**src/rtl/ptb_pkg.sv**
```systemverilog
package ptb_pkg;
  localparam int unsigned CTRL_W = 12;

  typedef enum logic [1:0] {
    MODE_UP   = 2'd0,
    MODE_DOWN = 2'd1,
    MODE_UPDN = 2'd2,
    MODE_HOLD = 2'd3
  } cnt_mode_e;

  typedef struct packed {
    logic      immediate;
    logic      sync_out_en;
    logic      sync_dir;
    logic      phase_en;
    logic [2:0] ck_log;
    logic [2:0] hs_log;
    cnt_mode_e mode;
  } ctrl_t;

  localparam int unsigned ADDR_CTRL = 0;
  localparam int unsigned ADDR_PRD  = 1;
  localparam int unsigned ADDR_CMP0 = 2;
endpackage

```
**src/rtl/ptb_regs.sv**
```systemverilog
module ptb_regs
  import ptb_pkg::*;
#(
  parameter int unsigned CNT_W  = 16,
  parameter int unsigned N_CMP  = 4,
  parameter int unsigned ADDR_W = 3
) (
  input  logic                            clk_i,
  input  logic                            rst_ni,
  input  logic                            wr_en_i,
  input  logic [ADDR_W-1:0]               wr_addr_i,
  input  logic [CNT_W-1:0]                wr_data_i,
  input  logic                            load_i,
  output ctrl_t                           ctrl_o,
  output logic [CNT_W-1:0]                prd_o,
  output logic [N_CMP-1:0][CNT_W-1:0]     cmp_o
);
  localparam logic [ADDR_W-1:0] A_CTRL = ADDR_W'(ADDR_CTRL);
  localparam logic [ADDR_W-1:0] A_PRD  = ADDR_W'(ADDR_PRD);

  ctrl_t            ctrl_q;
  logic [CNT_W-1:0] prd_sh_q, prd_act_q;

  always_ff @(posedge clk_i or negedge rst_ni) begin
    if (!rst_ni) ctrl_q <= '0;
    else if (wr_en_i && wr_addr_i == A_CTRL) ctrl_q <= ctrl_t'(wr_data_i[CTRL_W-1:0]);
  end

  // Direct write in immediate mode wins over the zero-point transfer
  always_ff @(posedge clk_i or negedge rst_ni) begin
    if (!rst_ni) begin
      prd_sh_q  <= '0;
      prd_act_q <= '0;
    end else begin
      if (wr_en_i && wr_addr_i == A_PRD) prd_sh_q <= wr_data_i;
      if (wr_en_i && wr_addr_i == A_PRD && ctrl_q.immediate) prd_act_q <= wr_data_i;
      else if (load_i) prd_act_q <= prd_sh_q;
    end
  end

  for (genvar i = 0; i < N_CMP; i++) begin : g_cmp
    localparam logic [ADDR_W-1:0] A_SLOT = ADDR_W'(ADDR_CMP0 + i);
    logic [CNT_W-1:0] sh_q, act_q;
    logic             hit;
    assign hit = wr_en_i && wr_addr_i == A_SLOT;
    always_ff @(posedge clk_i or negedge rst_ni) begin
      if (!rst_ni) begin
        sh_q  <= '0;
        act_q <= '0;
      end else begin
        if (hit) sh_q <= wr_data_i;
        if (hit && ctrl_q.immediate) act_q <= wr_data_i;
        else if (load_i) act_q <= sh_q;
      end
    end
    assign cmp_o[i] = act_q;
  end

  assign ctrl_o = ctrl_q;
  assign prd_o  = prd_act_q;
endmodule

```
**src/rtl/ptb_prescale.sv**
```systemverilog
module ptb_prescale #(
  parameter int unsigned LOG_W = 3
) (
  input  logic             clk_i,
  input  logic             rst_ni,
  input  logic [LOG_W-1:0] hs_log_i,
  input  logic [LOG_W-1:0] ck_log_i,
  input  logic             clr_i,
  output logic             tick_o
);
  localparam int unsigned PS_W = 2 * ((1 << LOG_W) - 1);
  localparam int unsigned SH_W = LOG_W + 1;

  logic [PS_W-1:0] pc_q, limit;
  logic [SH_W-1:0] shift;

  assign shift  = SH_W'(hs_log_i) + SH_W'(ck_log_i);
  assign limit  = ~({PS_W{1'b1}} << shift);
  // >= so a divider shrink mid-count does not stall until wraparound
  assign tick_o = pc_q >= limit;

  always_ff @(posedge clk_i or negedge rst_ni) begin
    if (!rst_ni) pc_q <= '0;
    else if (clr_i || tick_o) pc_q <= '0;
    else pc_q <= pc_q + 1'b1;
  end
endmodule

```
**src/rtl/ptb_counter.sv**
```systemverilog
module ptb_counter
  import ptb_pkg::*;
#(
  parameter int unsigned CNT_W = 16
) (
  input  logic             clk_i,
  input  logic             rst_ni,
  input  logic             tick_i,
  input  logic             sync_ld_i,
  input  logic [CNT_W-1:0] phase_i,
  input  logic             sync_dir_i,
  input  cnt_mode_e        mode_i,
  input  logic [CNT_W-1:0] prd_i,
  output logic [CNT_W-1:0] cnt_o,
  output logic             dir_o,
  output logic             fresh_o,
  output logic             load_o
);
  logic [CNT_W-1:0] cnt_q, nxt, inc, dec;
  logic             dir_q, dir_n, fresh_q, adv, sync_dir_n;

  assign inc = cnt_q + 1'b1;
  assign dec = cnt_q - 1'b1;
  assign adv = tick_i && (mode_i != MODE_HOLD);

  always_comb begin
    nxt   = cnt_q;
    dir_n = dir_q;
    unique case (mode_i)
      MODE_UP: begin
        nxt   = (cnt_q >= prd_i) ? '0 : inc;
        dir_n = 1'b1;
      end
      MODE_DOWN: begin
        nxt   = (cnt_q == '0) ? prd_i : dec;
        dir_n = 1'b0;
      end
      MODE_UPDN: begin
        if (dir_q) begin
          if (cnt_q < prd_i) begin
            nxt   = inc;
            dir_n = (inc != prd_i);
          end else begin
            nxt   = (cnt_q == '0) ? '0 : dec;
            dir_n = (nxt == '0);
          end
        end else if (cnt_q != '0) begin
          nxt   = dec;
          dir_n = (dec == '0);
        end else begin
          nxt   = (prd_i == '0) ? '0 : CNT_W'(1);
          dir_n = (prd_i != CNT_W'(1));
        end
      end
      default: begin
        nxt   = cnt_q;
        dir_n = dir_q;
      end
    endcase
  end

  always_comb begin
    unique case (mode_i)
      MODE_UPDN: sync_dir_n = sync_dir_i;
      MODE_UP:   sync_dir_n = 1'b1;
      MODE_DOWN: sync_dir_n = 1'b0;
      default:   sync_dir_n = dir_q;
    endcase
  end

  always_ff @(posedge clk_i or negedge rst_ni) begin
    if (!rst_ni) begin
      cnt_q   <= '0;
      dir_q   <= 1'b1;
      fresh_q <= 1'b0;
    end else begin
      if (sync_ld_i) begin
        cnt_q <= phase_i;
        dir_q <= sync_dir_n;
      end else if (adv) begin
        cnt_q <= nxt;
        dir_q <= dir_n;
      end
      fresh_q <= sync_ld_i || adv;
    end
  end

  assign load_o  = adv && !sync_ld_i && (nxt == '0);
  assign cnt_o   = cnt_q;
  assign dir_o   = dir_q;
  assign fresh_o = fresh_q;
endmodule

```
**src/rtl/ptb_events.sv**
```systemverilog
module ptb_events #(
  parameter int unsigned CNT_W = 16,
  parameter int unsigned N_CMP = 4
) (
  input  logic                        fresh_i,
  input  logic [CNT_W-1:0]            cnt_i,
  input  logic [CNT_W-1:0]            prd_i,
  input  logic [N_CMP-1:0][CNT_W-1:0] cmp_i,
  input  logic                        sync_out_en_i,
  output logic                        zero_o,
  output logic                        prd_o,
  output logic [N_CMP-1:0]            cmp_o,
  output logic                        sync_o
);
  assign zero_o = fresh_i && (cnt_i == '0);
  assign prd_o  = fresh_i && (cnt_i == prd_i);
  assign sync_o = zero_o && sync_out_en_i;

  for (genvar i = 0; i < N_CMP; i++) begin : g_hit
    assign cmp_o[i] = fresh_i && (cnt_i == cmp_i[i]);
  end
endmodule

```
**src/rtl/pwm_timebase.sv**
```systemverilog
module pwm_timebase
  import ptb_pkg::*;
#(
  parameter int unsigned CNT_W  = 16,
  parameter int unsigned N_CMP  = 4,
  parameter int unsigned ADDR_W = 3
) (
  input  logic              clk_i,
  input  logic              rst_ni,
  input  logic              wr_en_i,
  input  logic [ADDR_W-1:0] wr_addr_i,
  input  logic [CNT_W-1:0]  wr_data_i,
  input  logic              sync_i,
  input  logic [CNT_W-1:0]  phase_i,
  output logic [CNT_W-1:0]  cnt_o,
  output logic              dir_o,
  output logic              zero_o,
  output logic              prd_o,
  output logic [N_CMP-1:0]  cmp_o,
  output logic              sync_o
);
  ctrl_t                       ctrl;
  logic [CNT_W-1:0]            prd_act;
  logic [N_CMP-1:0][CNT_W-1:0] cmp_act;
  logic                        tick, sync_ld, load_evt, fresh;

  assign sync_ld = sync_i && ctrl.phase_en;

  ptb_regs #(.CNT_W(CNT_W), .N_CMP(N_CMP), .ADDR_W(ADDR_W)) u_regs (
    .clk_i, .rst_ni, .wr_en_i, .wr_addr_i, .wr_data_i,
    .load_i (load_evt),
    .ctrl_o (ctrl),
    .prd_o  (prd_act),
    .cmp_o  (cmp_act)
  );

  ptb_prescale #(.LOG_W(3)) u_presc (
    .clk_i, .rst_ni,
    .hs_log_i (ctrl.hs_log),
    .ck_log_i (ctrl.ck_log),
    .clr_i    (sync_ld),
    .tick_o   (tick)
  );

  ptb_counter #(.CNT_W(CNT_W)) u_cnt (
    .clk_i, .rst_ni,
    .tick_i     (tick),
    .sync_ld_i  (sync_ld),
    .phase_i,
    .sync_dir_i (ctrl.sync_dir),
    .mode_i     (ctrl.mode),
    .prd_i      (prd_act),
    .cnt_o,
    .dir_o,
    .fresh_o    (fresh),
    .load_o     (load_evt)
  );

  ptb_events #(.CNT_W(CNT_W), .N_CMP(N_CMP)) u_evt (
    .fresh_i       (fresh),
    .cnt_i         (cnt_o),
    .prd_i         (prd_act),
    .cmp_i         (cmp_act),
    .sync_out_en_i (ctrl.sync_out_en),
    .zero_o,
    .prd_o,
    .cmp_o,
    .sync_o
  );
endmodule

```
**config.mk**
```make
export PLATFORM = sky130hd
export DESIGN_NAME = pwm_timebase
export DESIGN_NICKNAME = d
export VERILOG_FILES = /design/src/rtl/ptb_pkg.sv /design/src/rtl/ptb_regs.sv /design/src/rtl/ptb_prescale.sv /design/src/rtl/ptb_counter.sv /design/src/rtl/ptb_events.sv /design/src/rtl/pwm_timebase.sv
export SDC_FILE = /design/constraint.sdc
export NUM_CORES = 1
export LEC_CHECK = 0
export ABC_AREA = 1
export CORE_MARGIN = 5
export CORE_UTILIZATION = 56
export CTS_CLUSTER_DIAMETER = 100
export DETAILED_ROUTE_END_ITERATION = 16
export PLACE_DENSITY_LB_ADDON = 0.2
export SLEW_MARGIN = 20
export SYNTH_ARGS = -nofsm -noshare
export SYNTH_HDL_FRONTEND = slang
export SYNTH_SLANG_ARGS = --single-unit
```
**constraint.sdc**
```tcl
create_clock -name clk_i -period 3.9 [get_ports clk_i]
set_clock_uncertainty 0.15 [all_clocks]
set_input_delay 0.39 -clock clk_i [delete_from_list [all_inputs] [get_ports clk_i]]
set_output_delay 0.39 -clock clk_i [all_outputs]
set_load 0.01 [all_outputs]
```
==> key figures, run 1 <==
Run status
  – Status: completed

Global route
  – Largest net degree at the start of global routing: 92
  – Total track usage: between 30% and 40%
  – Vias in the first global route: between 10k and 15k
  – First-pass GRT wire length: between 60000 and 70000 um
  – Antenna violations before repair: 0
  – GR Overflow Total: 0

Route
  – Drt first pass iters: 6
  – Vias per cell: about 6
  – Routed len/inst: roughly 20 um
  – Top routing layer in use: met4
  – WL met2: ~20000 um
  – Residual DRC: 0
  – Met3 WL: around 3700 um
  – Routed WL: ~43000 um
  – Met1 WL: 16800 um
  – Antenna Nets Post-Route: 0
  – Routed via count: approximately 13k
  – Initial DRC count: 1146

Finish
  – NumNets Final: ~1.9k
  – Fin util: roughly two thirds
  – N_diodes: 0
  – Area growth syn-to-layout: 15.7%
  – Proportion of layout cells with a drive suffix above 1: between 9 and 10%
  – Fill cells: 2078
  – Layout Cells excl Fill: about 2.1k

Clocking
  – TritonCTS buffer count: 24
  – Clk_lat worst skew: about 0.54 ns
  – Reg clk slew, reported paths: 0.06 ns
  – Clock tree root buffer cell: clkbuf_16
  – CTS tree: yes
  – Clock tree sinks: just over 200
  – Max Root-Sink Buffers: 3
  – H-Tree Depth: 1

Synthesis
  – Mapped Cells: roughly 1.8k
  – Post-synth top cells: nand2_1, o21ai_0, dfrtp_1, nand3_1, inv_1
  – Synth top area share: 39.2%
  – Seq/Total Area, Yosys: 39.4%
  – Post-synth net total: 1845
  – Synth Flop Type: dfrtp_1
  – Count leader, synth: nand2_1
  – Synth area leader: dfrtp_1
  – Seq cells post-synth: 204
  – Post-synth EDFFs: 0
  – Avg Cell Area, Syn: roughly 7.3 sq um
  – Dominant cells by area after synthesis: dfrtp_1, nand2_1, o21ai_0
  – Unique masters post-synth: 50
  – Ys Warns: 0
  – Asr flop ratio synth: between 90% and 100%
  – Post-Syn Area: roughly 0.013 sq mm

Setup path
  – CP arrival: slightly above 4 ns
  – Crit path capture type: flop
  – R2R Path Start: u_regs.prd_o[13]
  – Most frequent cell on the critical path: nand2_1
  – Setup Crit Path Kind: reg -> reg
  – Critical Path Max Stage Delay: around 0.48 ns
  – Critical Path Start Type: flop
  – Reg2reg path depth: 20
  – Critical Path RT: around 4.2 ns
  – Critical path buffers and inverters: 3
  – Flop2flop setup slack: roughly 0.12 ns
  – Worst-path maximum fanout: 48
  – FF-to-FF End: u_regs.g_cmp[0].act_q[8]
  – Top delay family on crit path: simple AND/OR/NAND/NOR gates
  – Critical-path cell list: inv_1, ha_1, nand2_1, nor2_1, a21boi_1, nor2_2, nand3_2, buf_4, nand2_1, nand3_1, nand2_1, nand2_2, nand2_2, nor2_4, nand2_1, nor2_2, nand2_4, buf_12, nand3_1, nand2_1
  – Worst path slowest cell: dfrtp_1

Pwr
  – Psw: 5.21 mW
  – Worst VDD drop: about 520 uV
  – Clock share of power: between 20 and 25%
  – Seq pwr share: between 20 and 30%
  – Internal cell power: between 6 and 7 mW
  – Combinational share of power: between 50% and 60%
  – Sw frac: between 40 and 50%
  – Pleak: roughly 7.4 nW
  – Pwr Density: 767 mW/mm^2

Timing
  – Relative slew slack: a little under two fifths
  – Final hold slack: between 0.3 and 0.4 ns
  – RSZ-0062 raised after global routing: no
  – Final period util: 96.9%
  – Final hold vios: 0
  – Setup TNS: 0 ns
  – Fmax achieved: roughly 0.26 GHz
  – Count of final setup violators: 0
  – Crit path time final: around 3.8 ns
  – Pins over their slew limit: 0
  – Worst slew pin tran: slightly above 0.9 ns

Floorplan
  – Die ar.: 0.0263 sq mm
  – Num rows: 55
  – Die height: ~160 um
  – Effective utilization at floorplan: 57.1%
  – Core area: between 0.02 and 0.025 sq mm
  – Io pins: 63
  – Die width: between 150 and 200 um

Place
  – Hpwl dp: roughly 30000 um
  – PortBufs: between 60 and 70
  – Gpl congestion: 1.04
  – Cells after DPL: approximately 2.1k

Worst hold path
  – Hold path depth: 3
  – Min-delay worst type: in -> reg
  – Hold endpoint: u_cnt.cnt_o[13]
  – Worst Hold Launch: phase_i[13]

Flow run
  – Max-cap viol count: 0
layout by cell type (no fill, tap or decap), drive strengths merged, types with 9 or more instances in the layout:
cell type      count
nand2            594
o21ai            219
dfrtp            203
nand3            144
inv              131
nor2             102
buf               72
clkdlybuf4s50     61
nand4             49
ha                37
xor2              34
clkbuf            33
a21oi             28
clkinv            16
o22ai             15
xnor2             13
nor4              13
a221oi            12
nor3              11
o221ai             9
registers in the layout, indices dropped and copies added (netlist names):
| name | count |
|---|---|
| u_regs.g_cmp.act_q | 64 |
| u_regs.g_cmp.sh_q | 64 |
| u_cnt.cnt_o | 16 |
| u_regs.prd_o | 16 |
| u_regs.prd_sh_q | 16 |
| u_presc.pc_q | 14 |
| u_regs.ctrl_o | 12 |
| u_cnt.dir_o | 1 |
| u_cnt.fresh_o | 1 |
how the worst max path moves through the flow:
| stage | startpoint | end | slack, ns | depth (start not counted) |
|---|---|---|---|---|
| finish | u_regs.prd_o[13] | u_regs.g_cmp[0].act_q[8] | 0.12 | 20 |
| global route | u_regs.ctrl_o[2] | u_regs.g_cmp[3].act_q[12] | 0.01 | 22 |
| CTS | u_regs.ctrl_o[2] | u_regs.prd_o[10] | 0.05 | 20 |
| detailed placement | u_regs.ctrl_o[2] | u_regs.g_cmp[3].act_q[12] | 0.01 | 20 |
| global placement | u_regs.ctrl_o[2] | u_regs.prd_o[0] | 0.10 | 20 |
| floorplan | u_regs.ctrl_o[2] | u_regs.g_cmp[3].act_q[10] | 0.31 | 21 |
cell families (layout without fill, tap and decap cells):
family,count (synthesis),after routing,share of synthesized area [%]
xor gates and xnor gates,47,47,3.18
DFF,204,204,39.4
buffers and inverters,243,317,8.29
adders and majority gates,38,38,3.73
AOI/OAI and AO/OA,309,309,13.7
and+or+nand+nor,927,927,31.7
power groups by stage:
stage / combinational, mW / sequential (mW) / clock, mW
after floorplan: 3.72 / 3.19 / 0
after global placement: 5.48 / 3.37 / 0
after detailed placement: 5.55 / 3.39 / 0
after CTS: 5.60 / 3.35 / 2.40
after global routing: 6.30 / 3.44 / 2.51
final: 5.75 / 3.38 / 2.37
per-layer routing:
metal / track usage (%) / vias to the layer above
met3: 5.66 / 156
met2: 52.0 / 581
met1: 42.4 / 5878
met4: 15.3 / 0
li1: - / 5967
met5: 0 / -
final cells by class:
class	instances	area (sq um)	share of cell area [%]
flip-flops and latches	204	5110	34.0
repair buffers	135	1320	8.80
well taps	285	357	2.38
clock inverters	9	159	1.06
multi-input cells	1321	6840	45.6
clock buffers	32	691	4.60
inverters	141	531	3.54
repair_timing:
item / in CTS / in global routing
endpoints found under the hold margin: 86 / 0
gates resized for setup: 1 / 15
hold buffers: 1 / 0
buffers inserted: 0 / 2
setup endpoints to repair: 7 / 85
pin swaps: 0 / 6
through the flow:
step	cell area [sq um]	setup slack, ns	power (mW)
5_1_grt	15000	0.0123	12.2
4_1_cts	14900	0.0507	11.4
3_5_place_dp	14000	0.0132	8.94
2_1_floorplan	13000	0.315	6.91
3_3_place_gp	14000	0.102	8.85
6_report	15000	0.121	11.5
tightest hold or removal path, cell delays in order:
cell             delay [ns]
clkdlybuf4s50_1        0.40
nand2_1                0.07
o211ai_1               0.08
No activity file was read; power rests on OpenSTA's default activity.
==> inputs of run 2 (changes only) <==
- CORE_UTILIZATION: 56 -> 40
==> run 2 against run 1 <==
Die area increased by 37%. Sequential power decreased by 3%. Largest cell class unchanged. Register-to-register slack improved by 0.08 ns. Global-route usage decreased by 7.5 points. Clock-buffer cell count increased by 7.
==> key figures, run 2 (synthesis results as in run 1) <==
Floorplan
  – Die width: around 190 um
  – Io pins: 63
  – Core area: approximately 0.032 sq mm
  – Die ar.: between 0.03 and 0.04 sq mm
  – Die height: approximately 190 um
  – Effective utilization at floorplan: 40.1%
  – Num rows: between 60 and 70

Pwr
  – Combinational share of power: 50.9%
  – Seq pwr share: about 29%
  – Sw frac: 45.9%
  – Pleak: 7.38 nW
  – Pwr Density: around 750 mW/mm^2
  – Total power: about 11 mW
  – Worst VDD drop: approximately 320 uV
  – Internal cell power: between 6 and 7 mW
  – Psw: between 5 and 6 mW
  – Clock share of power: 20.4%

Timing
  – Worst slew pin tran: about 0.84 ns
  – Count of final setup violators: 0
  – Final period util: between 90% and 100%
  – Final hold slack: roughly 0.33 ns
  – Setup TNS: 0 ns
  – Crit path time final: ~3.7 ns
  – Pins over their slew limit: 0
  – Final hold vios: 0
  – RSZ-0062 raised after global routing: no
  – Relative slew slack: about 44%
  – Fmax achieved: about 0.27 GHz

Setup path
  – R2R Path Start: u_regs.ctrl_o[2]
  – Worst-path maximum fanout: 10
  – FF-to-FF End: u_regs.g_cmp[2].act_q[12]
  – CP arrival: ~3.2 ns
  – Critical Path RT: around 3.4 ns
  – Setup Crit Path Kind: reg -> out
  – Crit path capture type: output pin
  – Reg2reg path depth: 21
  – Critical Path Start Type: flop
  – Flop2flop setup slack: about 0.20 ns

Place
  – Post-placement cell area: roughly 0.014 sq mm
  – Hpwl dp: between 30000 and 40000 um
  – Gpl congestion: around 0.97
  – PortBufs: 62

Finish
  – Area occupied by multi-input gates: around 0.0068 sq mm
  – Cell area after layout: about 0.015 sq mm
  – Most common cell after layout, fill and taps aside: nand2_1
  – Fill cells: 3258
  – N_diodes: 0
  – Commonest non-fill, non-tap cells in the layout: nand2_1, o21ai_0, dfrtp_1
  – Fin util: a little under half
  – Proportion of layout cells with a drive suffix above 1: about a tenth
  – Biggest regs: u_regs.g_cmp.act_q x64, u_regs.g_cmp.sh_q x64
  – Area growth syn-to-layout: 17.2%
  – Seq. cell area: between 0.005 and 0.006 sq mm
  – NumNets Final: about 1.9k

Clocking
  – Reg clk slew, reported paths: about 0.060 ns
  – Clock tree sinks: between 200 and 250
  – Clock tree root buffer cell: clkbuf_16
  – H-Tree Depth: 1
  – CTS tree: yes
  – Max Root-Sink Buffers: 3
  – TritonCTS buffer count: 25
  – Clk_lat worst skew: 0.53 ns
  – Setup bufs post-CTS: 0

Route
  – Vias per cell: 5.42
  – Initial DRC count: between 1k and 1.5k
  – Routed via count: 12.4k
  – Routed WL: roughly 45000 um
  – Routed len/inst: around 20 um
  – Drt first pass iters: 6
  – Antenna Nets Post-Route: 0
  – Residual DRC: 0

Global route
  – GR Overflow Total: 0
  – Antenna violations before repair: 0
  – Largest net degree at the start of global routing: 92
  – First-pass GRT wire length: just under 70000 um
  – Vias in the first global route: 11.7k
  – Total track usage: 24.7%

Flow run
  – Max-cap viol count: 0

Run status
  – Status: completed

Worst hold path
  – Min-delay worst type: in -> async
run 2: area by class of cell:
class                      instances  share of cell area, %
multi-input combinational       1321                   45.0
sequential                       204                   33.6
timing repair buffer             140                   8.92
clock buffer                      39                   4.73
tap                              442                   3.64
inverter                         141                   3.50
clock inverter                     6                  0.576
run 2: power groups by stage:
stage                     registers [mW]  logic, mW  clock network, mW
after floorplan                     3.19       3.72                  0
after global placement              3.28       5.59                  0
after detailed placement            3.29       5.65                  0
after CTS                           3.26       5.68               2.37
after global routing                3.33       6.41               2.48
final                               3.27       5.81               2.33
run 2: critical path, cell delays in order, from the launching register on:
cell             delay (ns)
dfrtp_1                0.44
buf_4                  0.31
clkinv_1               0.41
a211oi_1               0.35
nand3_1                0.14
nor4_1                 0.39
clkdlybuf4s50_1        0.62
run 2: worst max-delay path by stage:
stage | startpoint | to | slack, ns | depth (start not counted)
floorplan | u_regs.ctrl_o[2] | u_regs.g_cmp[3].act_q[10] | 0.31 | 21
global placement | u_regs.ctrl_o[2] | u_regs.g_cmp[1].act_q[6] | 0.14 | 20
detailed placement | u_regs.ctrl_o[2] | u_regs.prd_o[10] | 0.04 | 20
CTS | u_regs.ctrl_o[2] | u_regs.prd_o[10] | 0.02 | 20
global route | u_regs.ctrl_o[2] | u_regs.g_cmp[2].act_q[4] | 0.009 | 22
finish | u_cnt.cnt_o[3] | cmp_o[2] | 0.17 | 6
run 2: routing by layer:
metal / track usage (%) / wire length (um) / vias up
met2: 38.6 / 20000 / 469
met4: 10.2 / 2160 / 0
li1: - / - / 5977
met5: 0 / 0 / -
met1: 34.4 / 20300 / 5885
met3: 3.69 / 2930 / 104
run 2: stage by stage:
| stage | setup slack [ns] | std cells |
|---|---|---|
| global placement | 0.139 | 2246 |
| floorplan | 0.315 | 1768 |
| CTS | 0.0245 | 2292 |
| detailed placement | 0.0399 | 2246 |
| global route | 0.00900 | 2293 |
| finish | 0.168 | 2293 |
run 2: repair_timing:
action                                 in CTS  in global routing
resized for setup                           1                 20
pin swaps                                   0                  6
endpoints found under the hold margin      87                  0
hold buffers                                1                  0
gates cloned                                0                  1
setup endpoints to repair                   1                 85
